### src/rtl/rrw_pkg.sv
package rrw_pkg;

   typedef enum logic [1:0] {
      BM_BYTE  = 2'd0,
      BM_WORD  = 2'd1,
      BM_DWORD = 2'd2,
      BM_QUAD  = 2'd3
   } bus_mode_e;

   typedef enum logic [1:0] {
      ST_IDLE = 2'd0,
      ST_DATA = 2'd1,
      ST_SKIP = 2'd2,
      ST_HDR  = 2'd3
   } wr_state_e;

   localparam logic [7:0] HDR_MARK  = 8'h01;
   localparam int         HDR_BYTES = 4;

   // log2 of the start granule for a bus mode
   function automatic logic [1:0] granule_lg(input logic [1:0] mode);
      case (mode)
         BM_BYTE: granule_lg = 2'd0;
         BM_WORD: granule_lg = 2'd1;
         default: granule_lg = 2'd2;
      endcase
   endfunction

endpackage

### src/rtl/rrw_ring_add.sv
// base + inc reduced modulo region; requires base < region and inc < 2*region - base
module rrw_ring_add #(
   parameter int AW = 13
) (
   input  logic [AW-1:0] base,
   input  logic [AW:0]   inc,
   input  logic [AW:0]   region,
   output logic [AW-1:0] sum
);
   logic [AW+1:0] raw;
   logic [AW+1:0] lim;

   always_comb begin
      raw = {2'b00, base} + {1'b0, inc};
      lim = {1'b0, region};
      sum = (raw >= lim) ? AW'(raw - lim) : AW'(raw);
   end
endmodule

### src/rtl/rrw_space.sv
// free space between committed write pointer and host read pointer
module rrw_space #(
   parameter int AW = 13
) (
   input  logic [AW-1:0] wr_base,
   input  logic [AW-1:0] rd_ptr,
   input  logic [AW:0]   region,
   input  logic [2:0]    granule,
   output logic [AW:0]   free_bytes
);
   logic [AW:0] used;

   always_comb begin
      if (wr_base >= rd_ptr)
         used = {1'b0, wr_base} - {1'b0, rd_ptr};
      else
         used = {1'b0, wr_base} + region - {1'b0, rd_ptr};
      free_bytes = region - used - (AW+1)'(granule);
   end
endmodule

### src/rtl/rrw_align.sv
// round a ring address up to the bus granule, folding the top back to zero
module rrw_align #(
   parameter int AW     = 13,
   parameter int MAX_LG = 2
) (
   input  logic [AW-1:0] addr_in,
   input  logic [1:0]    lg_sel,
   input  logic [AW:0]   region,
   output logic [AW-1:0] addr_out
);
   logic [AW:0] cand [MAX_LG+1];

   for (genvar g = 0; g <= MAX_LG; g++) begin : g_gran
      localparam int          U    = 1 << g;
      localparam logic [AW:0] UM1  = (AW+1)'(U - 1);
      logic [AW:0] bumped;
      always_comb begin
         bumped  = {1'b0, addr_in} + UM1;
         cand[g] = (bumped >> g) << g;
      end
   end

   logic [AW:0] picked;

   always_comb begin
      picked = cand[0];
      for (int k = 1; k <= MAX_LG; k++)
         if (lg_sel == 2'(k)) picked = cand[k];
      addr_out = (picked >= region) ? '0 : AW'(picked);
   end
endmodule

### src/rtl/rx_ring_writer.sv
module rx_ring_writer
   import rrw_pkg::*;
#(
   parameter int   R_3P   = 7680,
   parameter int   R_2P   = 7936,
   parameter int   CNT_W  = 16,
   localparam int  R_MAX  = (R_3P > R_2P) ? R_3P : R_2P,
   localparam int  AW     = $clog2(R_MAX)
) (
   input  logic          clk,
   input  logic          rst_n,
   input  logic          cfg_two_port,
   input  logic [1:0]    cfg_bus_mode,
   input  logic          rx_valid,
   input  logic [7:0]    rx_data,
   input  logic          rx_last,
   input  logic [7:0]    rx_status,
   input  logic [AW-1:0] host_rd_ptr,
   output logic          ram_we,
   output logic [AW-1:0] ram_addr,
   output logic [7:0]    ram_wdata,
   output logic [AW-1:0] wr_ptr,
   output logic [AW:0]   free_bytes,
   output logic          frame_done,
   output logic          frame_drop
);

   // elaboration checks
   if (R_3P % 4 != 0 || R_2P % 4 != 0) begin : g_bad_mult
      $error("region sizes must be multiples of four bytes");
   end
   if (R_3P < 16 || R_2P < 16) begin : g_bad_small
      $error("region sizes must be at least sixteen bytes");
   end
   if (CNT_W < AW + 1 || CNT_W > 16) begin : g_bad_cnt
      $error("count field width must cover the region and fit two bytes");
   end

   localparam logic [AW:0] RG_3P = (AW+1)'(R_3P);
   localparam logic [AW:0] RG_2P = (AW+1)'(R_2P);
   localparam logic [AW:0] HDR_W = (AW+1)'(HDR_BYTES);

   wr_state_e      state_q;
   logic [AW-1:0]  base_q;
   logic [AW-1:0]  dptr_q;
   logic [AW:0]    cnt_q;
   logic [7:0]     stat_q;
   logic [1:0]     hidx_q;
   logic           done_q;
   logic           drop_q;

   logic [AW:0]    region_sz;
   logic [1:0]     lg;
   logic [2:0]     granule;
   logic           hdr_phase;

   assign region_sz = cfg_two_port ? RG_2P : RG_3P;
   assign lg        = granule_lg(cfg_bus_mode);
   assign granule   = 3'(1) << lg;
   assign hdr_phase = (state_q == ST_HDR);

   rrw_space #(.AW(AW)) space_i (
      .wr_base    (base_q),
      .rd_ptr     (host_rd_ptr),
      .region     (region_sz),
      .granule    (granule),
      .free_bytes (free_bytes)
   );

   // address of first data byte, behind the reserved header slot
   logic [AW-1:0] first_addr;
   rrw_ring_add #(.AW(AW)) first_i (
      .base (base_q), .inc (HDR_W), .region (region_sz), .sum (first_addr)
   );

   logic [AW-1:0] data_addr;
   logic [AW-1:0] data_next;
   assign data_addr = (state_q == ST_IDLE) ? first_addr : dptr_q;

   rrw_ring_add #(.AW(AW)) next_i (
      .base (data_addr), .inc ((AW+1)'(1)), .region (region_sz), .sum (data_next)
   );

   logic [AW-1:0] hdr_addr;
   rrw_ring_add #(.AW(AW)) hdr_i (
      .base (base_q), .inc ((AW+1)'(hidx_q)), .region (region_sz), .sum (hdr_addr)
   );

   logic [AW-1:0] end_addr;
   rrw_ring_add #(.AW(AW)) end_i (
      .base (base_q), .inc (cnt_q + HDR_W), .region (region_sz), .sum (end_addr)
   );

   logic [AW-1:0] next_base;
   rrw_align #(.AW(AW), .MAX_LG(2)) align_i (
      .addr_in (end_addr), .lg_sel (lg), .region (region_sz), .addr_out (next_base)
   );

   // room check: header plus every byte taken so far plus this one
   logic [AW+1:0] need;
   logic          fits;
   logic          in_frame;

   assign in_frame = (state_q == ST_IDLE) || (state_q == ST_DATA);

   always_comb begin
      need = {1'b0, ((state_q == ST_DATA) ? cnt_q : '0)} + (AW+2)'(HDR_BYTES + 1);
      fits = need <= {1'b0, free_bytes};
   end

   // header byte lane
   logic [CNT_W-1:0] cnt_field;
   logic [15:0]      cnt_wide;
   logic [7:0]       hdr_byte;

   assign cnt_field = CNT_W'(cnt_q);
   assign cnt_wide  = 16'(cnt_field);

   always_comb begin
      case (hidx_q)
         2'd0:    hdr_byte = HDR_MARK;
         2'd1:    hdr_byte = stat_q;
         2'd2:    hdr_byte = cnt_wide[7:0];
         default: hdr_byte = cnt_wide[15:8];
      endcase
   end

   always_comb begin
      ram_we    = 1'b0;
      ram_addr  = data_addr;
      ram_wdata = rx_data;
      if (hdr_phase) begin
         ram_we    = 1'b1;
         ram_addr  = hdr_addr;
         ram_wdata = hdr_byte;
      end else if (in_frame && rx_valid && fits) begin
         ram_we = 1'b1;
      end
   end

   always_ff @(posedge clk) begin
      if (!rst_n) begin
         state_q <= ST_IDLE;
         base_q  <= '0;
         dptr_q  <= '0;
         cnt_q   <= '0;
         stat_q  <= '0;
         hidx_q  <= '0;
         done_q  <= 1'b0;
         drop_q  <= 1'b0;
      end else begin
         done_q <= 1'b0;
         drop_q <= 1'b0;
         case (state_q)
            ST_IDLE, ST_DATA: begin
               if (rx_valid) begin
                  if (fits) begin
                     dptr_q <= data_next;
                     cnt_q  <= (state_q == ST_IDLE) ? (AW+1)'(1) : cnt_q + 1'b1;
                     if (rx_last) begin
                        stat_q  <= rx_status;
                        hidx_q  <= '0;
                        state_q <= ST_HDR;
                     end else begin
                        state_q <= ST_DATA;
                     end
                  end else if (rx_last) begin
                     drop_q  <= 1'b1;
                     state_q <= ST_IDLE;
                  end else begin
                     state_q <= ST_SKIP;
                  end
               end
            end
            ST_SKIP: begin
               if (rx_valid && rx_last) begin
                  drop_q  <= 1'b1;
                  state_q <= ST_IDLE;
               end
            end
            default: begin
               hidx_q <= hidx_q + 2'd1;
               if (hidx_q == 2'd3) begin
                  base_q  <= next_base;
                  done_q  <= 1'b1;
                  state_q <= ST_IDLE;
               end
            end
         endcase
      end
   end

   assign wr_ptr     = base_q;
   assign frame_done = done_q;
   assign frame_drop = drop_q;

endmodule

### config.mk
export PLATFORM = sky130hd
export DESIGN_NAME = rx_ring_writer
export DESIGN_NICKNAME = d
export VERILOG_FILES = /design/src/rtl/rrw_pkg.sv /design/src/rtl/rrw_ring_add.sv /design/src/rtl/rrw_space.sv /design/src/rtl/rrw_align.sv /design/src/rtl/rx_ring_writer.sv
export SDC_FILE = /design/constraint.sdc
export NUM_CORES = 1
export LEC_CHECK = 0
export ABC_CLOCK_PERIOD_IN_PS = 29700
export BUFFER_PORTS_ARGS = -buffer_cell sky130_fd_sc_hd__buf_2
export CAP_MARGIN = 20
export CORE_MARGIN = 2
export CORE_UTILIZATION = 50
export CTS_CLUSTER_DIAMETER = 40
export DETAILED_ROUTE_END_ITERATION = 6
export GPL_TIMING_DRIVEN = 1
export PLACE_DENSITY = 0.74
export SETUP_SLACK_MARGIN = 0.2
export SYNTH_ARGS = -nofsm -noshare
export SYNTH_HDL_FRONTEND = slang
export SYNTH_HIERARCHICAL = 1
export SYNTH_SLANG_ARGS = --single-unit
### constraint.sdc
create_clock -name clk -period 29.7 [get_ports clk]
set_input_delay 5.94 -clock clk [delete_from_list [all_inputs] [get_ports clk]]
set_output_delay 5.94 -clock clk [all_outputs]
set_load 0.05 [all_outputs]
==> impl_metrics.yaml, run 1 <==
critical_path:
  r2r_start: "wr_ptr[3]"
  startpoint: "host_rd_ptr[0]"
  setup.worst_path.start_class: "input port"
  crit_end: "ram_we"
  cp_max_fo: 26
  arrival_ps: 12730
  critPathMaxStageDelay_ps: 880
  critical_path_class: "in2out"
  reg2reg_to: "dptr_q[3]"
  cp.required_ps: 23760
  reg2reg_setup_slack_ps: 21060
  slowest_stage: "a221oi_4"
  cp-end-kind: "output pin"
  rr_worst_depth: 29
clocking:
  clockBufferDepth: 2
  hold_buffers: 0
  root_buffer: "clkbuf_16"
  path_clk_slew_ps: 70
  cts_setup_buffers: 0
  cts.sinks: 54
  ctsResizeCount: 0
  cts_max_level: 2
  worstSkewPairLatency_ps: 310
  cts_tree: "yes"
  cts_buffers: 5
cells_and_area:
  final_common_cell: "inv_1"
  final_nets: 2195
  multi_input_area_sq_um: 11400
  stdcell_count: 2273
  fin_area_sq_um: 14500
  final_cell_mix: "234 x inv_1, 198 x ha_1, 153 x a21oi_1"
  drive_gt1_frac: 0.112
  fin_util: 0.559
  area_delta_synth_final_pct: 10.0
  fillers: 2495
  ff_latch_area_sq_um: 1080
sta:
  relSlewSlack: 0.278
  worst_pin_slew_ps: 1080
  fin_hold_ws_ps: 475
  final_max_slew_viol_count: 0
  setup_viol: 0
  max_freq_mhz: 53.6
  period_needed_ps: 18670
  worst_slack_ps: 11030
  finClkSkew_ps: 7.32
  period_share: 0.629
  setup_tns_ps: 0
  hold_violations: 0
  grt_setup_unrepaired: "false"
synth:
  synth_seq_cells: 54
  synth-main-ff-cell: "dfxtp_1"
  yosys_warnings: 6
  seq_area_frac_synth: 0.0820
  synth_top_family_by_area: "compound AO/OA/AOI/OAI gates"
  synth_cell_types: 97
  synth_compound_area_frac: 0.252
  synth_xor_area_frac: 0.0777
  async_reset_ff_frac: 0
  yosys.area_share.simple: 0.194
  synth_area_sq_um: 13200
  avgSynthCellArea_sq_um: 7.56
  muxShareOfSynthArea: 0.0810
  synthAdderAreaFrac: 0.226
  synthCells: 1746
  synth-edff-count: 0
global_route:
  grt.met1_usage: 0.308
  top_usage_layer: "met2"
  overflow: 0
  grt_max_degree: 36
  globalRouteMet2Util: 0.435
  grt_usage: 0.251
  met3_usage: 0.0314
  antenna_found_initial: 2
  grt_pass1_vias: 12100
  grt_pass1_wl_mm: 58.3
run_status:
  status: "finished clean"
drt:
  wl_per_cell_um: 15.6
  drc: 0
  vias: 12800
  dr.pass1.iters: 7
  drtIter0Drc: 974
  postRouteAntennaNets: 0
  routed_via_density: 5.64
  totalWireLength_mm: 35.5
placed_design:
  dp_hpwl_mm: 29.0
  gp_congestion: 0.951
  io_buffers: 86
  dp.cells: 2262
  post_dp_cell_area_sq_um: 14400
  place_ws_ps: 11140
min_path:
  hp-class: "reg2reg"
die:
  die_h_um: 166
  die_area_sq_um: 27700
  start_util: 0.508
  ios: 87
  coreArea_sq_um: 26000
  placementRows: 59
  fp.dieW_um: 166
pwr:
  powerDensity_nw_per_um2: 50.1
  design_power_total_mw: 0.727
  peakVddDrop_uv: 78.4
  cellLeakagePower_nw: 7.05
flow_run:
  cap_violations: 0
-- critical path, delay by kind of cell --
family                     cells  cell delay (ps)
AOI/OAI and AO/OA             15             3800
adders and majority gates      5             1790
buffers and inverters          5              530
and+or+nand+nor                4              490
xor gates and xnor gates       1              160
-- logic make-up after synthesis --
kind of cell,Yosys count
and+or+nand+nor,497
adders and majority gates,223
buffers and inverters,282
DFF,54
other,2
xor gates and xnor gates,117
muxes,93
AOI/OAI and AO/OA,478
-- where the power goes --
part / internal (mW) / switching (mW) / total (mW)
registers: 0.0813 / 0.00559 / 0.0869
logic: 0.226 / 0.355 / 0.580
clock network: 0.0310 / 0.0290 / 0.0599
total: 0.338 / 0.389 / 0.727
-- cell usage after synthesis, drive strengths merged, types with 5 or more instances --
| library cell | instances | area [sq um] |
|---|---|---|
| o21ai | 93 | 473 |
| a31oi | 6 | 37.5 |
| a2111oi | 9 | 148 |
| clkbuf | 25 | 93.8 |
| or4 | 5 | 41.3 |
| o31ai | 8 | 70.1 |
| o311a | 5 | 50.1 |
| o22ai | 10 | 62.6 |
| nand4b | 5 | 43.8 |
| nor2 | 109 | 409 |
| o31a | 11 | 98.9 |
| nand2b | 24 | 150 |
| o21a | 24 | 180 |
| o21bai | 7 | 52.6 |
| a21oi | 158 | 810 |
| a221oi | 9 | 109 |
| nand3 | 62 | 310 |
| or3 | 16 | 100 |
| a22oi | 11 | 82.6 |
| mux2 | 68 | 818 |
| and2 | 15 | 96.3 |
| fa | 25 | 500 |
| xor2 | 35 | 307 |
| xnor2 | 82 | 718 |
| nor4 | 9 | 62.6 |
| nor2b | 28 | 205 |
| o311ai | 12 | 120 |
| nand4 | 21 | 146 |
| buf | 22 | 174 |
| nand3b | 7 | 52.6 |
| a21o | 44 | 333 |
| ha | 198 | 2480 |
| nor3 | 29 | 145 |
| inv | 234 | 878 |
| o2111ai | 7 | 61.3 |
| a211oi | 24 | 220 |
| or2 | 10 | 62.6 |
| mux2i | 25 | 250 |
| and3 | 15 | 93.8 |
| dfxtp | 54 | 1080 |
| nand2 | 122 | 458 |
| a21boi | 6 | 45.0 |
-- worst min path at each step --
stage	from	end	slack, ps	cells past startpoint
3_3_place_gp	stat_q[2]	stat_q[2]	460	2
3_5_place_dp	stat_q[5]	stat_q[5]	470	2
5_1_grt	stat_q[7]	stat_q[7]	520	2
6_report	stat_q[2]	stat_q[2]	480	2
4_1_cts	stat_q[2]	stat_q[2]	480	2
2_1_floorplan	stat_q[1]	stat_q[1]	440	2
-- sequential cells by signal (all words and copies together) (netlist names) --
signal / count
dptr_q: 13
cnt_q: 14
wr_ptr: 13
frame_done: 1
stat_q: 8
state_q: 2
frame_drop: 1
hidx_q: 2
-- routing by layer --
| layer | part of all wire | up-vias |
|---|---|---|
| met1 | 0.42 | 5894 |
| met2 | 0.48 | 349 |
| met3 | 0.051 | 87 |
| met4 | 0.048 | 0 |
| met5 | 0 | - |
| li1 | - | 6488 |
-- layout make-up --
type                       count  share of cell area
multi-input combinational   1540               0.789
sequential                    54              0.0745
inverter                     235              0.0608
timing repair buffer         100              0.0374
tap                          335              0.0289
clock buffer                   6             0.00888
clock inverter                 1            0.000517
antenna                        2            0.000345
(Power assumes the default switching activity.)
==> run 2, diff against run 1 <==
Settings changed: ABC_CLOCK_PERIOD_IN_PS 29700 to 15100, PLACE_DENSITY 0.74 to 0.76.
Clock period 29.7 ns to 15.1 ns, I/O delays scaled along.
==> run 2 against run 1 <==
  * Clock power is 110% higher
  * Combinational power grew 97%
  * Register-to-register slack lost 15000 ps
  * Clock skew up 5.3 ps
  * Critical path type unchanged
  * Highest routed layer unchanged
==> impl_metrics.yaml, run 2 (synthesis results as in run 1) <==
sta:
  finClkSkew_ps: 12.6
  period_share: 0.866
  max_freq_mhz: 76.5
  final_max_slew_viol_count: 0
  setup_viol: 0
  period_needed_ps: 13070
  hold_violations: 0
  relSlewSlack: 0.242
  fin_hold_ws_ps: 475
  setup_tns_ps: 0
  worst_pin_slew_ps: 1140
  grt_setup_unrepaired: "false"
global_route:
  grt_usage: 0.246
  overflow: 0
  antenna_found_initial: 2
  grt_pass1_wl_mm: 57.4
  grt_pass1_vias: 12200
  grt_max_degree: 36
drt:
  wl_per_cell_um: 15.5
  totalWireLength_mm: 35.2
  routed_via_density: 5.64
  drc: 0
  vias: 12800
  postRouteAntennaNets: 0
  dr.pass1.iters: 5
  drtIter0Drc: 869
min_path:
  whs_path_depth: 2
  worstHoldStart: "stat_q[3]"
  hp-class: "reg2reg"
placed_design:
  dp_hpwl_mm: 29.0
  gp_congestion: 0.965
  io_buffers: 86
  post_dp_cell_area_sq_um: 14300
cells_and_area:
  final_cell_mix: "234 x inv_1, 198 x ha_1, 153 x a21oi_1"
  area_delta_synth_final_pct: 9.88
  fin_area_sq_um: 14500
  largest_reg_flops: 14
  multi_input_area_sq_um: 11400
  regMostFlops: "cnt_q"
  ff_latch_area_sq_um: 1080
  fillers: 2473
  final_common_cell: "inv_1"
  final_nets: 2191
  drive_gt1_frac: 0.111
critical_path:
  slowest_stage: "a221oi_4"
  critPathMaxStageDelay_ps: 830
  cp.required_ps: 12080
  cp-end-kind: "output pin"
  arrival_ps: 10050
  setup.worst_path.start_class: "input port"
  critical_path_class: "in2out"
  reg2reg_to: "wr_ptr[8]"
  cp_max_fo: 31
  crit_end: "ram_we"
  rr_worst_depth: 27
  startpoint: "host_rd_ptr[0]"
  r2r_start: "cnt_q[3]"
  reg2reg_setup_slack_ps: 6420
die:
  start_util: 0.508
  fp.dieW_um: 166
  die_h_um: 166
  coreArea_sq_um: 26000
  ios: 87
  die_area_sq_um: 27700
  placementRows: 59
flow_run:
  cap_violations: 0
clocking:
  cts_max_level: 2
  root_buffer: "clkbuf_16"
  cts_setup_buffers: 0
  clockBufferDepth: 2
  worstSkewPairLatency_ps: 310
  cts_buffers: 5
  ctsResizeCount: 0
  cts.sinks: 54
  cts_tree: "yes"
  hold_buffers: 0
  path_clk_slew_ps: 70
pwr:
  powerDensity_nw_per_um2: 99.2
  cell_internal_pwr_mw: 0.667
  p_sw_mw: 0.770
  pwr-share-seq: 0.119
  p_sw_frac: 0.536
  peakVddDrop_uv: 157
  cellLeakagePower_nw: 7.04
  combPwrFrac: 0.793
  power.share.clock: 0.088
run_status:
  status: "finished clean"
-- run 2: cell count changes in the layout (fill, tap and decap cells not counted) --
| cell | previous run | this run |
|---|---|---|
| buf_4 | 13 | 10 |
| clkinv_4 | 0 | 2 |
| buf_8 | 1 | 0 |
| clkbuf_1 | 1 | 0 |
| clkinvlp_4 | 1 | 0 |
| inv_8 | 0 | 1 |
-- run 2: per-stage QoR --
step                instances  worst slack, ps  utilization  power, mW
floorplan                1876             2530            -       1.09
global placement         2260             2380        0.552       1.27
detailed placement       2260             2150        0.552       1.30
CTS                      2268             2100        0.558       1.43
global route             2268             1600        0.558       1.55
finish                   2270             2030        0.558       1.44
-- run 2: layout make-up --
| class | instances | share of cell area |
|---|---|---|
| timing repair buffer | 96 | 0.0349 |
| antenna | 2 | 0.000345 |
| inverter | 235 | 0.0609 |
| clock inverter | 3 | 0.00199 |
| sequential | 54 | 0.0746 |
| multi-input combinational | 1540 | 0.790 |
| tap | 335 | 0.0289 |
| clock buffer | 5 | 0.00863 |
-- run 2: metal layers --
metal,GRT usage,wire (um),vias up
met1,0.298,15400,5929
met2,0.447,17100,310
met5,0,0,-
met3,0.0311,1560,79
li1,-,-,6494
met4,0.0817,1140,0
-- run 2: worst min-delay path by stage --
stage	endpoint	slack, ps
2_1_floorplan	stat_q[1]	440
3_3_place_gp	stat_q[7]	460
3_5_place_dp	stat_q[3]	470
4_1_cts	stat_q[3]	480
5_1_grt	stat_q[3]	510
6_report	stat_q[3]	480
-- run 2: worst max-delay path: cells and delay by family --
kind / cells / cell delay [ps]
AO/OA/AOI/OAI: 14 / 3290
AND/OR/NAND/NOR: 5 / 1010
XOR/XNOR: 1 / 150
adder cells (fa/ha/maj): 5 / 1760
buffers and inverters: 6 / 800
-- run 2: power groups by stage --
stage | Clock (mW) | Combinational (mW) | Sequential (mW)
3_5_place_dp | 0 | 1.12 | 0.174
2_1_floorplan | 0 | 0.918 | 0.169
5_1_grt | 0.132 | 1.25 | 0.174
3_3_place_gp | 0 | 1.10 | 0.173
4_1_cts | 0.127 | 1.13 | 0.171
6_report | 0.126 | 1.14 | 0.171
